File: src/rtl/hz_pkg.sv
package hz_pkg;
    localparam int REG_COUNT = 32;
    localparam int IDX_W     = $clog2(REG_COUNT);
    localparam int SRC1_LSB  = 21;
    localparam int SRC2_LSB  = 16;
    localparam int DST_LSB   = 11;

    typedef enum logic [2:0] {
        K_NOP = 3'd0,
        K_RR  = 3'd1,
        K_RI  = 3'd2,
        K_LD  = 3'd3,
        K_ST  = 3'd4,
        K_BR  = 3'd5
    } kind_e;

    typedef enum logic [1:0] {
        SEL_RF  = 2'd0,
        SEL_WB  = 2'd1,
        SEL_MEM = 2'd2
    } sel_e;

    typedef struct packed {
        logic [IDX_W-1:0] src1;
        logic [IDX_W-1:0] src2;
        logic [IDX_W-1:0] dst;
        logic             use1;
        logic             use2;
        logic             use_br;
        logic             wen;
        logic             load;
    } ctrl_t;

    localparam ctrl_t BUBBLE = '0;

    function automatic logic same_reg(input logic [IDX_W-1:0] a,
                                      input logic [IDX_W-1:0] b);
        return (a == b) && (a != '0);
    endfunction
endpackage

File: src/rtl/hz_decode.sv
module hz_decode
    import hz_pkg::*;
#(
    parameter int WORD_W = 32
) (
    input  kind_e             kind,
    input  logic [WORD_W-1:0] word,
    output ctrl_t             ctrl
);
    logic [IDX_W-1:0] f_hi, f_mid, f_lo;

    assign f_hi  = word[SRC1_LSB +: IDX_W];
    assign f_mid = word[SRC2_LSB +: IDX_W];
    assign f_lo  = word[DST_LSB  +: IDX_W];

    always_comb begin
        ctrl = BUBBLE;
        unique case (kind)
            K_RR: begin
                ctrl.src1 = f_hi;  ctrl.use1 = 1'b1;
                ctrl.src2 = f_mid; ctrl.use2 = 1'b1;
                ctrl.dst  = f_lo;  ctrl.wen  = (f_lo != '0);
            end
            K_RI, K_LD: begin
                ctrl.src1 = f_hi;  ctrl.use1 = 1'b1;
                ctrl.dst  = f_mid; ctrl.wen  = (f_mid != '0);
                ctrl.load = (kind == K_LD);
            end
            K_ST: begin
                ctrl.src1 = f_hi;  ctrl.use1 = 1'b1;
                ctrl.src2 = f_mid; ctrl.use2 = 1'b1;
            end
            K_BR: begin
                ctrl.src1   = f_hi;
                ctrl.use_br = 1'b1;
            end
            default: ctrl = BUBBLE;
        endcase
    end
endmodule

File: src/rtl/hz_pipe.sv
module hz_pipe
    import hz_pkg::*;
#(
    parameter int WORD_W = 32
) (
    input  logic              clk,
    input  logic              rst,
    input  logic              stall,
    input  kind_e             fetch_kind,
    input  logic [WORD_W-1:0] fetch_word,
    input  ctrl_t             id_ctrl,
    output kind_e             id_kind,
    output logic [WORD_W-1:0] id_word,
    output ctrl_t             ex_c,
    output ctrl_t             mem_c,
    output ctrl_t             wb_c
);
    always_ff @(posedge clk) begin
        if (rst) begin
            id_kind <= K_NOP;
            id_word <= '0;
            ex_c    <= BUBBLE;
            mem_c   <= BUBBLE;
            wb_c    <= BUBBLE;
        end else begin
            if (!stall) begin
                id_kind <= fetch_kind;
                id_word <= fetch_word;
                ex_c    <= id_ctrl;
            end else begin
                ex_c    <= BUBBLE;
            end
            mem_c <= ex_c;
            wb_c  <= mem_c;
        end
    end
endmodule

File: src/rtl/hz_detect.sv
module hz_detect
    import hz_pkg::*;
(
    input  ctrl_t      id_c,
    input  ctrl_t      ex_c,
    input  ctrl_t      mem_c,
    input  ctrl_t      wb_c,
    output logic       stall,
    output logic [1:0] fwd_a,
    output logic [1:0] fwd_b,
    output logic       fwd_br
);
    localparam int N_OPND = 2;

    logic [N_OPND-1:0][IDX_W-1:0] src;
    logic [N_OPND-1:0]            used;
    logic [N_OPND-1:0][1:0]       sel;

    assign src[0]  = ex_c.src1;
    assign src[1]  = ex_c.src2;
    assign used[0] = ex_c.use1;
    assign used[1] = ex_c.use2;

    for (genvar g = 0; g < N_OPND; g++) begin : g_opnd
        logic hit_mem, hit_wb;
        assign hit_mem = used[g] && mem_c.wen && same_reg(mem_c.dst, src[g]);
        assign hit_wb  = used[g] && wb_c.wen  && same_reg(wb_c.dst,  src[g]);
        assign sel[g]  = hit_mem ? SEL_MEM : (hit_wb ? SEL_WB : SEL_RF);
    end

    assign fwd_a = sel[0];
    assign fwd_b = sel[1];

    logic ex_hits_id, br_hits_ex, br_hits_mem;

    assign ex_hits_id = ex_c.wen &&
        ((id_c.use1   && same_reg(ex_c.dst, id_c.src1)) ||
         (id_c.use2   && same_reg(ex_c.dst, id_c.src2)) ||
         (id_c.use_br && same_reg(ex_c.dst, id_c.src1)));
    assign br_hits_ex  = id_c.use_br && ex_c.wen  && same_reg(ex_c.dst,  id_c.src1);
    assign br_hits_mem = id_c.use_br && mem_c.wen && same_reg(mem_c.dst, id_c.src1);

    assign stall  = (ex_c.load && ex_hits_id) ||
                    (!ex_c.load && br_hits_ex) ||
                    (mem_c.load && br_hits_mem);
    assign fwd_br = br_hits_mem && !mem_c.load;
endmodule

File: src/rtl/fwd_stall_unit.sv
module fwd_stall_unit
    import hz_pkg::*;
#(
    parameter int WORD_W = 32
) (
    input  logic              clk,
    input  logic              rst,
    input  logic [2:0]        fetch_kind,
    input  logic [WORD_W-1:0] fetch_word,
    output logic              stall,
    output logic [1:0]        fwd_a,
    output logic [1:0]        fwd_b,
    output logic              fwd_br,
    output logic              wb_wen,
    output logic [IDX_W-1:0]  wb_rd
);
    kind_e             id_kind;
    logic [WORD_W-1:0] id_word;
    logic [2:0]        id_kind_bits;
    ctrl_t             id_c, ex_c, mem_c, wb_c;
    logic [IDX_W-1:0]  ex_rs1, ex_rs2;

    hz_decode #(.WORD_W(WORD_W)) u_dec (
        .kind (id_kind),
        .word (id_word),
        .ctrl (id_c)
    );

    hz_pipe #(.WORD_W(WORD_W)) u_pipe (
        .clk        (clk),
        .rst        (rst),
        .stall      (stall),
        .fetch_kind (kind_e'(fetch_kind)),
        .fetch_word (fetch_word),
        .id_ctrl    (id_c),
        .id_kind    (id_kind),
        .id_word    (id_word),
        .ex_c       (ex_c),
        .mem_c      (mem_c),
        .wb_c       (wb_c)
    );

    hz_detect u_det (
        .id_c   (id_c),
        .ex_c   (ex_c),
        .mem_c  (mem_c),
        .wb_c   (wb_c),
        .stall  (stall),
        .fwd_a  (fwd_a),
        .fwd_b  (fwd_b),
        .fwd_br (fwd_br)
    );

    assign wb_wen       = wb_c.wen;
    assign wb_rd        = wb_c.dst;
    assign ex_rs1       = ex_c.src1;
    assign ex_rs2       = ex_c.src2;
    assign id_kind_bits = id_kind;
endmodule

File: config.mk
export PLATFORM = sky130hd
export DESIGN_NAME = fwd_stall_unit
export DESIGN_NICKNAME = d
export VERILOG_FILES = /design/src/rtl/hz_pkg.sv /design/src/rtl/hz_decode.sv /design/src/rtl/hz_pipe.sv /design/src/rtl/hz_detect.sv /design/src/rtl/fwd_stall_unit.sv
export SDC_FILE = /design/constraint.sdc
export NUM_CORES = 1
export LEC_CHECK = 0
export CAP_MARGIN = 20
export CORE_ASPECT_RATIO = 0.5
export CORE_MARGIN = 2
export CORE_UTILIZATION = 56
export CTS_CLUSTER_DIAMETER = 80
export DETAILED_ROUTE_END_ITERATION = 8
export GPL_ROUTABILITY_DRIVEN = 0
export GPL_TIMING_DRIVEN = 1
export PLACE_DENSITY_LB_ADDON = 0.1
export RECOVER_POWER = 25
export SETUP_SLACK_MARGIN = 0.15
export SLEW_MARGIN = 20
export SYNTH_ARGS = -nofsm -noshare
export SYNTH_HDL_FRONTEND = slang
export SYNTH_SLANG_ARGS = --single-unit
File: constraint.sdc
create_clock -name clk -period 4.11 [get_ports clk]
set_input_delay 1.0275 -clock clk [delete_from_list [all_inputs] [get_ports clk]]
set_output_delay 1.0275 -clock clk [all_outputs]
set_load 0.1 [all_outputs]
==> results_dict.tcl, run 1 <==
set metrics [dict create \
    synth_top_area_share 0.381 \
    cap_violations 1 \
    synth_ff_type "dfxtp_1" \
    critPathBufInv 2 \
    crit_path_max_incr_delay_ns 0.77 \
    placed_cell_area_um2 2870 \
    area_growth_pct 14.8 \
    clk_latency_ns 0.30 \
    max_freq_ghz 0.273 \
    leakage_uw 0.00117 \
    setup_violations 0 \
    core_um2 4450 \
    fin_worst_skew_ns 0.00839 \
    finalSetupTns_ns 0 \
    fin_crit_ns 3.67 \
    synth_fp_nets 298 \
    async_flop_share 0 \
    hold_class "flip-flop to flip-flop" \
    critPathRequiredTime_ns 3.08 \
    synth_top_cells_by_count "dfxtp_1 (50), nand2b_1 (37), mux2i_1 (18), xnor2_1 (18)" \
    min_period_over_period 0.892 \
    post-dp-hpwl_mm 3.56 \
    cts.sinks 50 \
    hold_buffers 0 \
    cp_cell_sequence "and2_1 > nor3_1 > o32ai_1 > o2111ai_2 > o22a_4 > inv_4 > buf_12" \
    peakVddDrop_uv 191 \
    ctsLongestPathBuffers 2 \
    drive_gt1_frac 0.154 \
    rsz0062_at_grt "false" \
    synth_edf_count 0 \
    cts-buffers-inserted 5 \
    path_delay_family "compound AO/OA/AOI/OAI gates" \
    synth_top_cell_by_area "dfxtp_1" \
    vias_per_cell 5.53 \
    yosys_register_bits 50 \
    worst_slew_pin_slew_ns 2.76 \
    dpl_worst_slack_ns 0.781 \
    grt_max_degree 69 \
    cts_setup_buffers 0 \
    die_area_um2 5280 \
    cp.arrival_ns 2.64 \
    slew_headroom -0.839 \
    power_density_nw_per_um2 348 \
    die_h_um 52.4 \
    cts_tree "yes" \
    netlist_area_um2 2620 \
    port-buffer-count 31 \
    cpMaxStageDelayCell "dfxtp_1" \
    nets 316 \
    htreeDepth 2 \
    crit_type "flip-flop to primary output" \
    syn_inst 261 \
    post_drt_wl_per_cell_um 15.0 \
    n_antenna_cell 0 \
    post-route-drc-count 0 \
    finalPower_uw 1050 \
    synth.yosys.seq_area_share 0.381 \
    fin_ws_ns 0.443 \
    cts_root_buf "clkbuf_8" \
    drt.antenna.violating_nets 0 \
    reg2reg_from "u_pipe.id_kind[2]" \
    die_w_um 101 \
    path_clk_slew_ns 0.09 \
    fin_area_um2 3010 \
    grt_pass1_wl_mm 8.44 \
    post_cts_resized 0 \
    grt_use_total 0.209 \
    grt-ovfl-total 0 \
    ios 49 \
    violations "max-capacitance violations, max-slew violations" \
    drt-total-wl_mm 5.06 \
    rows 17 \
    initial_core_util 0.590 \
    n_fill_cell 353 \
    drt_iter0_markers 92 \
    vias 1862 \
    hold_start "u_pipe.ex_c[1]" \
    status "finished, violations left" \
    synth_most_common_cell "dfxtp_1" \
    grt_pass1_vias 1716 \
    slew_violations 69 \
    yosys-top-cells-area "dfxtp_1 (38%), nand2b_1 (8.8%), mux2i_1 (6.9%)" \
    syn_avg_cell_area_um2 10.1 \
    cp-end-kind "primary output" \
    critPathLaunch "u_pipe.id_kind[2]" \
    synth_warnings 0 \
    hold_viol_final 0 \
    cp-start-kind "flip-flop" \
    worstPathMaxFanout 19 \
    antenna_found_initial 0 \
    first_pass_iters 4 \
    synth_cell_type_count 41 \
]
[area by class of cell]
| class | instances | area, µm² | share of cell area |
|---|---|---|---|
| clock buffers | 6 | 82.6 | 0.0274 |
| clock inverters | 2 | 60.1 | 0.0199 |
| inverters | 4 | 17.5 | 0.00581 |
| multi-input cells | 186 | 1470 | 0.488 |
| flip-flops and latches | 50 | 1000 | 0.332 |
| well taps | 57 | 71.3 | 0.0237 |
| repair buffers | 32 | 309 | 0.103 |
[final timing paths]
path / to / slack (ns) / depth (start not counted)
setup / recovery: stall / 0.44 / 7
hold / removal: u_pipe.mem_c[1] / 0.48 / 1
setup reg to reg: u_pipe.ex_c[13] / 1.29 / 8
hold reg to reg: u_pipe.mem_c[1] / 0.48 / 1
[state kept, by name, indices dropped and copies added (netlist names)]
register	count
u_pipe.id_word	15
u_pipe.mem_c	7
u_pipe.ex_c	19
u_pipe.id_kind	3
u_pipe.wb_c	6
[power breakdown]
| part | leakage (µW) | switching [µW] | total (µW) | internal (µW) |
|---|---|---|---|---|
| registers | 0.000410 | 27.2 | 529 | 502 |
| clock network | 0.0000714 | 153 | 412 | 259 |
| logic | 0.000689 | 48.9 | 108 | 59.2 |
[per-layer routing]
layer | GRT usage | share of wire
met3 | 0.0493 | 0.037
met1 | 0.292 | 0.52
met4 | 0.0388 | 0.0030
met5 | 0 | 0
met2 | 0.336 | 0.44
[cells by family (layout without fill, tap and decap cells)]
kind of cell | count (synthesis) | in the layout | synth area share
AND/OR/NAND/NOR | 110 | 110 | 0.310
multiplexers | 18 | 18 | 0.0687
AO/OA/AOI/OAI | 27 | 27 | 0.0744
flip-flops | 50 | 50 | 0.381
XOR/XNOR | 31 | 31 | 0.103
buffers and inverters | 25 | 44 | 0.0615
[worst register-to-register path, cell delays in order, from the launching register on]
cell       delay, ns
dfxtp_1         0.77
and2_1          0.30
nor3_1          0.08
o32ai_1         0.32
o2111ai_2       0.20
o22a_4          0.39
inv_4           0.12
buf_4           0.31
nor4b_2         0.10
[layout by cell type (no fill, tap or decap), drive strengths merged, types with 2 or more instances in the layout]
cell | synthesis | layout
a22oi | 6 | 6
a31oi | 4 | 4
buf | 12 | 7
bufinv | 0 | 2
clkbuf | 9 | 7
clkdlybuf4s50 | 0 | 24
dfxtp | 50 | 50
inv | 4 | 4
mux2i | 18 | 18
nand2 | 6 | 6
nand2b | 37 | 37
nand3 | 3 | 3
nand4 | 4 | 4
nor2 | 5 | 5
nor2b | 13 | 13
nor3 | 12 | 12
nor4 | 9 | 9
nor4b | 10 | 10
nor4bb | 3 | 3
o21ai | 10 | 10
o32ai | 3 | 3
or4 | 5 | 5
xnor2 | 18 | 18
xor2 | 13 | 13
[per-stage QoR]
step	instances	hold WS, ns	util
2_1_floorplan	261	0.431	-
3_3_place_gp	329	0.461	0.646
3_5_place_dp	329	0.465	0.646
4_1_cts	337	0.484	0.678
5_1_grt	337	0.500	0.678
6_report	337	0.481	0.678
Power figures use the tool's default switching activity.
==> run 2: changes to the inputs <==
Settings changed: ABC_AREA set to 1, CORE_UTILIZATION 56 to 55.
==> run 2 against run 1 <==
The flow now finishes without violations; clock skew shrank 0.0035 ns; total power down 14%; die area fell by 3.5%; critical path depth rose by 2; worst hold slack worse by 0.033 ns; non-clock buffer count up 1; synthesized cell count grew 29%; via count is 16% higher.
==> results_dict.tcl, run 2 <==
set metrics [dict create \
    min_period_over_period 0.833 \
    top_register "u_pipe.ex_c" \
    worstPathMaxFanout 12 \
    slew_headroom 0.357 \
    drt_iter0_markers 136 \
    hold_start "u_pipe.ex_c[1]" \
    ctsLongestPathBuffers 2 \
    syn_inst 336 \
    n_antenna_cell 0 \
    path_clk_slew_ns 0.09 \
    synth_warnings 0 \
    drt-total-wl_mm 5.30 \
    htreeDepth 2 \
    synth-simple-area-share 0.311 \
    r2r_end "u_pipe.ex_c[3]" \
    critPathLaunch "u_pipe.id_kind[1]" \
    nets 399 \
    grt_max_degree 38 \
    async_flop_share 0 \
    max_freq_ghz 0.292 \
    grt_pass1_wl_mm 9.03 \
    cts.sinks 50 \
    critPathRequiredTime_ns 3.08 \
    initial_core_util 0.569 \
    core_um2 4360 \
    status "completed" \
    synth.area.mux_share 0 \
    synth_ff_type "dfxtp_1" \
    synth_top_cells_by_count "nand2_1 (60), nor2_1 (57), dfxtp_1 (50)" \
    power_density_nw_per_um2 319 \
    area_growth_pct 14.2 \
    synth_top_cell_by_area "dfxtp_1" \
    cp-end-kind "primary output" \
    synth_fp_nets 373 \
    finalSetupTns_ns 0 \
    hold_viol_final 0 \
    ios 49 \
    finalPower_uw 905 \
    cp.arrival_ns 2.39 \
    vias 2164 \
    drt.antenna.violating_nets 0 \
    synth_top_area_share 0.403 \
    synth_cell_type_count 34 \
    yosys-top-cells-area "dfxtp_1 (40%), nand2_1 (9.1%), nor2_1 (8.6%)" \
    seqPwrFrac 0.575 \
    die_h_um 51.5 \
    rsz0062_at_grt "false" \
    n_fill_cell 400 \
    layout_commonest_cell "nand2_1" \
    grt-ovfl-total 0 \
    peakVddDrop_uv 159 \
    synth.yosys.seq_area_share 0.403 \
    worst_slew_pin_slew_ns 0.961 \
    vias_per_cell 5.15 \
    die_w_um 99.0 \
    post_drt_wl_per_cell_um 12.6 \
    post-route-drc-count 0 \
    cap_violations 0 \
    leakage_uw 0.00131 \
    slew_violations 0 \
    dp_cells 412 \
    cts_root_buf "clkbuf_8" \
    p_int_uw 682 \
    clk_latency_ns 0.29 \
    fin_crit_ns 3.42 \
    cts_tree "yes" \
    synth_compound_area_frac 0.129 \
    crit_type "flip-flop to primary output" \
    hold_class "flip-flop to flip-flop" \
    synthAdderAreaFrac 0 \
    netSwitchingPower_uw 223 \
    grt_pass1_vias 1983 \
    final-seq-area_um2 1000 \
    fin_worst_skew_ns 0.00487 \
    largest_reg_flops 19 \
    post_cts_resized 0 \
    yosys_register_bits 50 \
    reg2reg_from "u_pipe.id_kind[1]" \
    setup_violations 0 \
    antenna_found_initial 0 \
    rows 17 \
    final_cells 420 \
    post-dp-hpwl_mm 3.93 \
    reg.largest.list "u_pipe.ex_c (19), u_pipe.id_word (15), u_pipe.mem_c (7)" \
    multi_input_area_um2 1180 \
    whs_endpoint "u_pipe.mem_c[1]" \
    hold_depth 2 \
    reg2reg_slack_ns 1.29 \
    drive_gt1_frac 0.107 \
    cp-start-kind "flip-flop" \
    synth_most_common_cell "nand2_1" \
    cts_setup_buffers 0 \
    syn_avg_cell_area_um2 7.39 \
    cts-buffers-inserted 5 \
    layout_common_cells "nand2_1 (60), nor2_1 (57), dfxtp_1 (50)" \
    synth_top_family_by_area "simple AND/OR/NAND/NOR gates" \
    port-buffer-count 31 \
    switching_share 0.246 \
    synthXorXnorAreaFrac 0.0353 \
    netlist_area_um2 2480 \
    hold_buffers 0 \
    grt_use_total 0.224 \
    first_pass_iters 4 \
    die_area_um2 5100 \
    worst_r2r_path_depth 9 \
    combPwrFrac 0.112 \
    power_frac_clock 0.313 \
    synth_edf_count 0 \
]
[run 2: cell count changes after synthesis, sizes merged, moves of 9 or more]
cell / before / now
nor2b: 13 / 0
nor2: 5 / 60
nand3: 3 / 33
nor4b: 10 / 0
nand2: 6 / 65
nor3: 12 / 3
inv: 4 / 45
xnor2: 18 / 4
mux2i: 18 / 0
nand2b: 37 / 0
a21oi: 1 / 25
[run 2: layout make-up]
cell class,instances,area share
clock buffer,7,0.0305
clock inverter,1,0.00177
inverter,45,0.0596
multi-input combinational,227,0.416
sequential,50,0.353
tap,57,0.0252
timing repair buffer,33,0.114
[run 2: worst max-delay path, stage by stage, from the launching register on]
cell      delay (ns)
dfxtp_1         0.36
inv_1           0.10
o211ai_2        0.53
nand2_1         0.26
nand2_1         0.13
nand3_1         0.09
nor2_2          0.15
nand2_1         0.06
nor2_1          0.11
buf_4           0.31
[run 2: cell families (layout without fill, tap and decap cells)]
| logic type | count (synthesis) | after routing |
|---|---|---|
| and+or+nand+nor | 166 | 166 |
| xor gates and xnor gates | 10 | 10 |
| AOI/OAI and AO/OA | 51 | 51 |
| DFF | 50 | 50 |
| buffers and inverters | 59 | 86 |
[run 2: per-stage QoR]
| stage | utilization | setup WS, ns | cell area, µm² | hold WS [ns] |
|---|---|---|---|---|
| 6_report | 0.650 | 0.688 | 2830 | 0.448 |
| 5_1_grt | 0.650 | 0.450 | 2830 | 0.474 |
| 4_1_cts | 0.650 | 0.682 | 2830 | 0.452 |
| 3_5_place_dp | 0.629 | 1.04 | 2740 | 0.437 |
| 3_3_place_gp | 0.629 | 1.14 | 2740 | 0.435 |
| 2_1_floorplan | - | 0.213 | 2480 | 0.403 |
[run 2: worst max-delay path by stage]
| stage | cells after the start | to |
|---|---|---|
| finish | 9 | fwd_br |
| CTS | 9 | fwd_br |
| detailed placement | 9 | fwd_br |
| global route | 9 | fwd_br |
| global placement | 8 | stall |
| floorplan | 6 | fwd_a[0] |
[run 2: power groups by stage]
stage / logic [µW] / registers [µW] / clock network, µW
floorplan: 67.4 / 530 / 0
global placement: 98.2 / 530 / 0
detailed placement: 101 / 531 / 0
CTS: 101 / 520 / 288
global route: 113 / 523 / 312
finish: 101 / 520 / 284
[run 2: layer usage]
| metal | part of all wire | global-route usage |
|---|---|---|
| met5 | 0 | 0 |
| met4 | 0.0053 | 0.0822 |
| met3 | 0.058 | 0.0430 |
| met2 | 0.46 | 0.366 |
| met1 | 0.47 | 0.302 |
==> run 3: changes to the inputs <==
Settings changed: CORE_UTILIZATION 55 to 51.
Clock period 4.11 ns to 3.4 ns, I/O delays scaled along.
==> run 3 against run 2 <==
Worst hold slack worse by 0.0092 ns; global-route usage down 1.1 points; wire length decreased by 1.7%; die area grew 7.4%; register-to-register slack worse by 0.49 ns; clock-buffer cell count down 1; final cell count rose by 2.9%; sequential power increased by 21%; core utilization is 0.21 points higher; worst setup slack lost 0.36 ns; non-clock buffer count increased by 3; critical path depth unchanged; critical path type unchanged.
==> results_dict.tcl, run 3 (synthesis gave the netlist of run 2 again) <==
set metrics [dict create \
    fin_area_um2 2950 \
    r2r_end "u_pipe.ex_c[4]" \
    area_growth_pct 19.0 \
    min_period_over_period 0.904 \
    cts_tree "yes" \
    rsz0062_at_grt "false" \
    drt-total-wl_mm 5.21 \
    worstPathMaxFanout 12 \
    layout_common_cells "nand2_1 (60), nor2_1 (55), dfxtp_1 (50)" \
    slew_headroom 0.229 \
    n_antenna_cell 0 \
    layout_commonest_cell "nand2_1" \
    rows 17 \
    worst_r2r_path_depth 9 \
    hold_start "u_pipe.ex_c[1]" \
    power_density_nw_per_um2 424 \
    cts_root_buf "clkbuf_8" \
    cap_violations 0 \
    grt_max_degree 38 \
    core_um2 4530 \
    grt_use_total 0.213 \
    setup_violations 0 \
    max_freq_ghz 0.325 \
    critPathLaunch "u_pipe.id_kind[2]" \
    crit_cells 9 \
    post-dp-hpwl_mm 3.93 \
    n_fill_cell 410 \
    fin_worst_skew_ns 0.00844 \
    crit_path_max_incr_delay_ns 0.51 \
    first_pass_iters 4 \
    leakage_uw 0.00135 \
    status "completed" \
    peakVddDrop_uv 236 \
    reg2reg_slack_ns 0.80 \
    post-route-drc-count 0 \
    reg.largest.list "u_pipe.ex_c (19), u_pipe.id_word (15), u_pipe.mem_c (7)" \
    fin_crit_ns 3.07 \
    cts-buffers-inserted 5 \
    drt_iter0_markers 110 \
    worst_slew_pin_slew_ns 1.16 \
    critPathBufInv 1 \
    vias 2170 \
    cp.arrival_ns 2.22 \
    grt_pass1_wl_mm 9.03 \
    drt.antenna.violating_nets 0 \
    port-buffer-count 31 \
    top_register "u_pipe.ex_c" \
    cts.sinks 50 \
    cp_common_cell "nand2_1" \
    hold_depth 2 \
    finalPower_uw 1250 \
    placed_cell_area_um2 2810 \
    vias_per_cell 5.02 \
    cp_cell_sequence "nand2_2 > o211ai_4 > nand2_1 > nand2_1 > nand3_1 > nor2_2 > nand3_2 > nand2_1 > buf_12" \
    slew_violations 0 \
    nets 402 \
    die_area_um2 5480 \
    cts_setup_buffers 0 \
    grt_pass1_vias 1996 \
    die_w_um 103 \
    reg2reg_from "u_pipe.id_kind[2]" \
    hold_buffers 0 \
    ios 49 \
    grt-ovfl-total 0 \
    antenna_found_initial 0 \
    ctsLongestPathBuffers 2 \
    cp-start-kind "flip-flop" \
    hold_class "flip-flop to flip-flop" \
    finalSetupTns_ns 0 \
    path_delay_family "simple AND/OR/NAND/NOR gates" \
    whs_endpoint "u_pipe.mem_c[1]" \
    post_drt_wl_per_cell_um 12.1 \
    initial_core_util 0.548 \
    cp-end-kind "primary output" \
    largest_reg_flops 19 \
    drive_gt1_frac 0.131 \
    htreeDepth 2 \
    hold_viol_final 0 \
    path_clk_slew_ns 0.09 \
    crit_type "flip-flop to primary output" \
    clk_latency_ns 0.30 \
    critPathRequiredTime_ns 2.55 \
    cpMaxStageDelayCell "dfxtp_1" \
    die_h_um 53.3 \
]
==> run 3: routing by layer <==
| layer | vias to the layer above | global-route usage | wire (µm) |
|---|---|---|---|
| li1 | 1139 | - | - |
| met1 | 959 | 0.287 | 2560 |
| met2 | 68 | 0.354 | 2270 |
| met3 | 4 | 0.0489 | 345 |
| met4 | 0 | 0.0400 | 34 |
| met5 | - | 0 | 0 |
==> run 3: repair_timing <==
item,4_1_cts,5_1_grt
endpoints found under the hold margin,0,0
gates resized for setup,0,1
setup endpoints to repair,0,2
==> run 3: how the worst max path moves through the flow <==
| stage | end | slack (ns) |
|---|---|---|
| floorplan | fwd_br | 0.17 |
| global placement | stall | 0.59 |
| detailed placement | stall | 0.55 |
| CTS | stall | 0.20 |
| global route | fwd_br | 0.17 |
| finish | stall | 0.33 |
==> run 3: final cells by class <==
class / instances / area, µm² / share of cell area
clock inverters: 2 / 60.1 / 0.0203
inverters: 45 / 169 / 0.0572
flip-flops and latches: 50 / 1000 / 0.339
repair buffers: 36 / 357 / 0.121
clock buffers: 6 / 82.6 / 0.0280
multi-input cells: 227 / 1200 / 0.407
well taps: 66 / 82.6 / 0.0280
==> run 3: tightest hold or removal path: cells and delay by family, from the launching register on <==
kind                   cells  cell delay, ns
DFF                        1            0.33
and+or+nand+nor            1            0.03
buffers and inverters      1            0.05
==> run 3: where the power goes <==
| group | total, µW | switching, µW | internal [µW] |
|---|---|---|---|
| logic | 123 | 68.8 | 54.7 |
| registers | 629 | 22.2 | 606 |
| clock network | 501 | 187 | 314 |
==> run 3: per-stage QoR <==
stage	setup WS, ns	hold WS, ns	utilization	cells
after floorplan	0.167	0.403	-	336
after global placement	0.590	0.436	0.621	424
after detailed placement	0.547	0.433	0.621	424
after CTS	0.200	0.445	0.653	432
after global routing	0.172	0.454	0.652	432
final	0.328	0.439	0.652	432
